$ cat src/rtl/wsg_pkg.sv
package wsg_pkg;

  // Default number of taps: tap 0 is the constant "no wait" tap,
  // the remaining taps are registered chain stages.
  localparam int unsigned WSG_DEF_TAPS = 8;

  // Decoded bus strobes, active high.
  typedef struct packed {
    logic rd;
    logic wr;
    logic inta;
  } wsg_strobe_t;

  function automatic logic wsg_any_strobe(input wsg_strobe_t s);
    return s.rd | s.wr | s.inta;
  endfunction

endpackage

$ cat src/rtl/wsg_strobe_decode.sv
module wsg_strobe_decode
  import wsg_pkg::*;
(
  input  logic rd_n,
  input  logic wr_n,
  input  logic inta_n,
  output logic cycle_act
);

  wsg_strobe_t strobes;

  always_comb begin
    strobes.rd   = ~rd_n;
    strobes.wr   = ~wr_n;
    strobes.inta = ~inta_n;
    cycle_act    = wsg_any_strobe(strobes);
  end

endmodule

$ cat src/rtl/wsg_shift_chain.sv
module wsg_shift_chain #(
  parameter int unsigned STAGES = 7
) (
  input  logic              clk,
  input  logic              rst_n,
  input  logic              shift_en,
  output logic [STAGES-1:0] stage_q
);

  logic [STAGES-1:0] stage_d;

  // Next state: shift a one in while a strobe is active, clear otherwise.
  always_comb begin
    stage_d[0] = shift_en;
  end

  for (genvar g = 1; g < STAGES; g++) begin : g_stage
    always_comb begin
      stage_d[g] = shift_en & stage_q[g-1];
    end
  end

  always_ff @(posedge clk or negedge rst_n) begin
    if (!rst_n) begin
      stage_q <= '0;
    end else begin
      stage_q <= stage_d;
    end
  end

endmodule

$ cat src/rtl/wsg_tap_select.sv
module wsg_tap_select #(
  parameter int unsigned NUM_TAPS = 8,
  parameter int unsigned SEL_W    = $clog2(NUM_TAPS)
) (
  input  logic [NUM_TAPS-2:0] stage_q,
  input  logic [SEL_W-1:0]    sel,
  input  logic                gen_en,
  output logic                ready
);

  logic [NUM_TAPS-1:0] taps;
  logic                picked;

  always_comb begin
    taps   = {stage_q, 1'b1};
    picked = 1'b1;
    for (int i = 0; i < NUM_TAPS; i++) begin
      if (sel == SEL_W'(i)) begin
        picked = taps[i];
      end
    end
    ready = ~gen_en | picked;
  end

endmodule

$ cat src/rtl/wait_state_gen.sv
module wait_state_gen #(
  parameter int unsigned NUM_TAPS = wsg_pkg::WSG_DEF_TAPS,
  parameter int unsigned SEL_W    = $clog2(NUM_TAPS)
) (
  input  logic             clk,
  input  logic             rst_n,
  input  logic             rd_n,
  input  logic             wr_n,
  input  logic             inta_n,
  input  logic             mem_sel,
  input  logic [SEL_W-1:0] wait_sel,
  output logic             ready
);

  localparam int unsigned STAGES = NUM_TAPS - 1;

  // Reset: asserted asynchronously, released on a clock edge.
  logic [1:0] rst_sync_q;
  logic       rst_int_n;

  always_ff @(posedge clk or negedge rst_n) begin
    if (!rst_n) begin
      rst_sync_q <= 2'b00;
    end else begin
      rst_sync_q <= {rst_sync_q[0], 1'b1};
    end
  end

  assign rst_int_n = rst_sync_q[1];

  logic              cycle_act;
  logic [STAGES-1:0] chain_q;

  wsg_strobe_decode u_decode (
    .rd_n      (rd_n),
    .wr_n      (wr_n),
    .inta_n    (inta_n),
    .cycle_act (cycle_act)
  );

  wsg_shift_chain #(
    .STAGES (STAGES)
  ) u_chain (
    .clk      (clk),
    .rst_n    (rst_int_n),
    .shift_en (cycle_act),
    .stage_q  (chain_q)
  );

  wsg_tap_select #(
    .NUM_TAPS (NUM_TAPS),
    .SEL_W    (SEL_W)
  ) u_tap (
    .stage_q (chain_q),
    .sel     (wait_sel),
    .gen_en  (mem_sel),
    .ready   (ready)
  );

endmodule

$ cat config.mk
export PLATFORM = sky130hd
export DESIGN_NAME = wait_state_gen
export DESIGN_NICKNAME = d
export VERILOG_FILES = /design/src/rtl/wsg_pkg.sv /design/src/rtl/wsg_strobe_decode.sv /design/src/rtl/wsg_shift_chain.sv /design/src/rtl/wsg_tap_select.sv /design/src/rtl/wait_state_gen.sv
export SDC_FILE = /design/constraint.sdc
export NUM_CORES = 1
export LEC_CHECK = 0
export BUFFER_PORTS_ARGS = -buffer_cell sky130_fd_sc_hd__buf_2
export CAP_MARGIN = 25
export CORE_AREA = 2 2 39 41
export DETAILED_ROUTE_END_ITERATION = 8
export DIE_AREA = 0 0 41 43
export PLACE_DENSITY = 0.41
export SLEW_MARGIN = 20
export SYNTH_ARGS = -nofsm -noshare
export SYNTH_HDL_FRONTEND = slang
export SYNTH_HIERARCHICAL = 1
export SYNTH_SLANG_ARGS = --single-unit
$ cat constraint.sdc
create_clock -name clk -period 1.9 [get_ports clk]
set_clock_uncertainty 0.15 [all_clocks]
set_input_delay 0.57 -clock clk [delete_from_list [all_inputs] [get_ports clk]]
set_output_delay 0.57 -clock clk [all_outputs]
set_load 0.1 [all_outputs]
==> results.json, run 1 <==
{
  "cts_buffers": 3,
  "finalCritPeriodShare_pct": 114.8,
  "layout_commonest_cell": "dfrtp_1",
  "routed_via_density": 4.089,
  "pwr-share-comb_pct": 16.7,
  "pre_cts_ws_ns": -0.3259,
  "wl_per_cell_um": 10.61,
  "fin_nets": 50,
  "min_path_type": "reg2reg",
  "clockRootBuffer": "clkbuf_4",
  "cp_top_family": "multiplexers",
  "p_int_mw": 0.3250,
  "max-clock-path-buffers": 2,
  "ys_seq_area_share_pct": 68.18,
  "p_sw_share_pct": 23.69,
  "finalNonFillerCells": 56,
  "cts_sinks": 9,
  "clkLatencyLatePin_ns": 0.25,
  "grt_pass1_vias": 263,
  "crit_type": "in2out",
  "placementRows": 14,
  "wl_um": 594,
  "area_growth_pct": 49.24,
  "drt_iter0_drc": 0,
  "start_kind": "primary input",
  "antenna_found_initial": 0,
  "grt_pass1_wl_um": 1048,
  "diodes": 0,
  "remaining_drc_errors": 0,
  "cts_tree": "done",
  "slowest_delay_ns": 0.49,
  "postSynthAreaPerCell_um2": 14.36,
  "seqPwrFrac_pct": 50.5,
  "worstPathRequired_ns": 1.18,
  "grt_max_degree": 8,
  "rsz0062_at_grt": "yes",
  "power.switching_mw": 0.1009,
  "start_util_pct": 23.87,
  "gp_congestion": 0.6267,
  "placed_area_um2": 440.4,
  "io_pins": 10,
  "fp.dieH_um": 43,
  "ys_seq_elements": 9,
  "grt_overflow": 0,
  "setup_violations": 1,
  "finalCriticalPeriod_ns": 2.181,
  "finalHoldViolCount": 0,
  "status": "finished, violations left",
  "synth.distinct_cells": 9,
  "critPathCaptureType": "output pin",
  "violations": "negative setup slack",
  "synthCells": 23,
  "dp.cells": 50,
  "crit_fanout": 2,
  "clock_power_share_pct": 32.9,
  "grt_usage_pct": 9.796,
  "n_fill_cell": 143,
  "fin_ws_ns": -0.2813,
  "cp.arrival_ns": 1.46,
  "dieArea_um2": 1763,
  "clk_pin_slew_ns": 0.06,
  "tns_ns": -0.2813,
  "cp_num_buf_inv": 2,
  "antenna_left": 0,
  "final_util_pct": 35.62,
  "final_area_um2": 493.0,
  "cap_violations": 0,
  "ys_warn_count": 6,
  "vdd_drop_max_v": 0.0003148,
  "crit_slowest_cell": "mux4_2",
  "fmax_mhz": 458.4,
  "core_um2": 1384,
  "via_count": 229,
  "drv_slew": 0,
  "htree_levels": 1,
  "final_cell_mix": "9 x dfrtp_1, 7 x buf_2, 6 x and2_1",
  "path_cells": "buf_6, mux4_2, nand2_2, nand3_4, buf_12",
  "synth.net_count": 32,
  "drive_above_1_share_pct": 45.00,
  "synth_area_um2": 330.3,
  "die_x_um": 41,
  "power.density_nw_per_um2": 863.8,
  "dp_hpwl_um": 493.4,
  "first_pass_iters": 1,
  "io_buffers": 9,
  "p_leak_nw": 0.2201
}
-- worst paths after layout --
kind / startpoint / to / slack [ns] / depth (start not counted)
max: wait_sel[1] / ready / -0.28 / 5
min: rst_sync_q[0]$_DFF_PN0_ / rst_sync_q[1]$_DFF_PN0_ / 0.20 / 0
min reg2reg: rst_sync_q[0]$_DFF_PN0_ / rst_sync_q[1]$_DFF_PN0_ / 0.20 / 0
min in group asynchronous: rst_n / rst_sync_q[0]$_DFF_PN0_ / 0.47 / 2
max in group asynchronous: rst_sync_q[1]$_DFF_PN0_ / u_chain/stage_q[5]$_DFF_PN0_ / 0.85 / 1
max reg2reg: rst_sync_q[1]$_DFF_PN0_ / u_chain/stage_q[5]$_DFF_PN0_ / 0.85 / 1
-- cell usage after synthesis, drive strengths merged --
master / instances / share of area [%]
dfrtp: 9 / 68
and2: 6 / 11
nand3: 2 / 3.0
a211o: 1 / 3.0
conb: 1 / 1.1
mux2i: 1 / 3.0
mux4: 1 / 6.8
nand2: 1 / 1.1
nor3b: 1 / 2.3
-- layer usage --
metal | vias to the layer above | track usage (%) | share of wire [%]
li1 | 110 | - | -
met1 | 108 | 9.831 | 39
met2 | 9 | 13.44 | 51
met3 | 2 | 4.712 | 8.2
met4 | 0 | 10.00 | 1.7
met5 | - | 0 | 0
-- repair_timing --
action                                 in CTS  in global routing
endpoints found under the hold margin       9                  0
hold buffers                                2                  0
pin swaps                                   1                  1
gates resized for setup                     1                  0
setup endpoints to repair                   1                  1
setup buffers                               0                  0
cloned                                      0                  0
-- layout make-up --
type / count / area, µm² / area share [%]
flip-flops and latches: 9 / 225.2 / 45.69
clock buffers: 4 / 26.28 / 5.330
repair buffers: 13 / 101.3 / 20.56
multi-input cells: 14 / 120.1 / 24.37
well taps: 16 / 20.02 / 4.061
-- power groups by stage --
stage               clock network [mW]  logic, mW  registers, mW
detailed placement                   0     0.0648          0.222
CTS                              0.153     0.0723          0.215
finish                           0.140     0.0709          0.215
global route                     0.158     0.0767          0.217
global placement                     0     0.0635          0.221
floorplan                            0     0.0396          0.217
-- registers in the layout, summed over array words and instances (netlist names) --
name,count
rst_sync_q,2
u_chain/stage_q,7
-- cells by family (layout without fill, tap and decap cells) --
group	count (synthesis)	after routing	share of synthesized area, %
buffers and inverters	0	17	0
other	1	1	1.135
multiplexers	2	2	9.848
AO/OA/AOI/OAI	1	1	3.030
flip-flops	9	9	68.18
AND/OR/NAND/NOR	10	10	17.80
-- metrics by stage --
step	hold slack (ns)	power (mW)
6_report	0.2034	0.4258
5_1_grt	0.2085	0.4520
4_1_cts	0.2065	0.4407
3_5_place_dp	-0.03460	0.2865
3_3_place_gp	-0.04090	0.2842
2_1_floorplan	-0.06851	0.2565
No activity file was read; power rests on OpenSTA's default activity.
==> inputs of run 2 (changes only) <==
Settings changed: RECOVER_POWER set to 100.
==> results.json, run 2 (synthesis results as in run 1) <==
{
  "placementRows": 14,
  "cp_top_family": "multiplexers",
  "crit_type": "in2out",
  "rsz0062_at_grt": "yes",
  "critPathCaptureType": "output pin",
  "grt_pass1_vias": 263,
  "tns_ns": -0.2813,
  "diodes": 0,
  "fp.dieH_um": 43,
  "drv_slew": 0,
  "io_pins": 10,
  "largest_reg_flops": 7,
  "cts_sinks": 9,
  "p_leak_nw": 0.2161,
  "crit_fanout": 2,
  "layout_commonest_cell": "dfrtp_1",
  "io_buffers": 9,
  "grt_max_degree": 8,
  "die_x_um": 41,
  "finalHoldWorstSlack_ns": 0.2034,
  "p_int_mw": 0.3241,
  "n_fill_cell": 144,
  "worstPathRequired_ns": 1.18,
  "vdd_drop_max_v": 0.0003147,
  "cts_buffers": 3,
  "crit_slowest_cell": "mux4_2",
  "grt_pass1_wl_um": 1048,
  "clkLatencyLatePin_ns": 0.25,
  "path_cells": "buf_6, mux4_2, nand2_2, nand3_4, buf_12",
  "violations": "negative setup slack",
  "min_path_type": "reg2reg",
  "reg.largest.list": "u_chain/stage_q (7), rst_sync_q (2)",
  "first_pass_iters": 1,
  "grt_overflow": 0,
  "power.switching_mw": 0.1009,
  "clk_pin_slew_ns": 0.06,
  "slowest_delay_ns": 0.49,
  "setup_violations": 1,
  "start_util_pct": 23.87,
  "htree_levels": 1,
  "cp_num_buf_inv": 2,
  "max-clock-path-buffers": 2,
  "antenna_found_initial": 0,
  "reg2reg_slack_ns": 0.85,
  "finalCritPeriodShare_pct": 114.8,
  "cp.arrival_ns": 1.46,
  "finalHoldViolCount": 0,
  "cts_tree": "done",
  "finalCriticalPeriod_ns": 2.181,
  "area_growth_pct": 48.86,
  "dp_hpwl_um": 493.4,
  "core_um2": 1384,
  "antenna_left": 0,
  "via_count": 229,
  "fin_nets": 50,
  "fmax_mhz": 458.4,
  "gp_congestion": 0.6267,
  "remaining_drc_errors": 0,
  "power_mw": 0.4250,
  "drt_iter0_drc": 0,
  "fin_ws_ns": -0.2813,
  "final_cell_mix": "9 x dfrtp_1, 6 x buf_2, 3 x clkbuf_4, 3 x and2_1, 3 x and2_0",
  "wl_um": 591,
  "wl_per_cell_um": 10.55,
  "grt_usage_pct": 9.796,
  "status": "finished, violations left",
  "p_sw_share_pct": 23.75,
  "power.density_nw_per_um2": 864.4,
  "seqPwrFrac_pct": 50.6,
  "cap_violations": 0,
  "dieArea_um2": 1763,
  "pwr-share-comb_pct": 16.5,
  "start_kind": "primary input",
  "clock_power_share_pct": 32.9,
  "routed_via_density": 4.089,
  "regMostFlops": "u_chain/stage_q",
  "clockRootBuffer": "clkbuf_4",
  "drive_above_1_share_pct": 42.50
}
-- run 2: cell count changes in the layout (fill, tap and decap cells not counted), sizes merged --
cell    change
clkbuf      +1
buf         -1
-- run 2: path summary, 6_finish.rpt --
path,startpoint,to,cells past startpoint
worst min-delay path,rst_sync_q[0]$_DFF_PN0_,rst_sync_q[1]$_DFF_PN0_,0
worst max register to register,rst_sync_q[1]$_DFF_PN0_,u_chain/stage_q[5]$_DFF_PN0_,1
max in group asynchronous,rst_sync_q[1]$_DFF_PN0_,u_chain/stage_q[5]$_DFF_PN0_,1
worst max-delay path,wait_sel[1],ready,5
worst min register to register,rst_sync_q[0]$_DFF_PN0_,rst_sync_q[1]$_DFF_PN0_,0
min in group asynchronous,rst_n,rst_sync_q[0]$_DFF_PN0_,2
-- run 2: layer usage --
metal	up-vias	routed length [µm]	global-route usage, %
li1	110	-	-
met1	108	227	9.831
met2	9	304	13.44
met3	2	49	4.712
met4	0	10	10.00
met5	-	0	0
-- run 2: power groups by stage --
stage | combinational [mW] | sequential (mW) | clock, mW
finish | 0.0701 | 0.215 | 0.140
global route | 0.0759 | 0.217 | 0.158
CTS | 0.0723 | 0.215 | 0.153
detailed placement | 0.0648 | 0.222 | 0
global placement | 0.0635 | 0.221 | 0
floorplan | 0.0396 | 0.217 | 0
-- run 2: stage by stage --
step / instances / cell area [µm²] / utilization [%] / setup slack, ns
global placement: 50 / 440.4 / 31.83 / -0.3105
floorplan: 23 / 345.3 / - / -0.2186
global route: 56 / 491.7 / 35.53 / -0.3058
detailed placement: 50 / 440.4 / 31.83 / -0.3259
CTS: 56 / 493.0 / 35.62 / -0.2966
finish: 56 / 491.7 / 35.53 / -0.2813
-- run 2: cell type report --
type                       instances  area [µm²]  share of cell area, %
tap                               16       20.02                  4.071
sequential                         9       225.2                  45.80
clock buffer                       4       26.28                  5.344
multi-input combinational         14       120.1                  24.43
timing repair buffer              13       100.1                  20.36
-- run 2: repair_timing --
action,in CTS,in global routing
hold buffers,2,0
endpoints found under the hold margin,9,0
resized for setup,1,0
pin swaps,1,1
buffers inserted,0,0
setup endpoints to repair,1,1
gates cloned,0,0
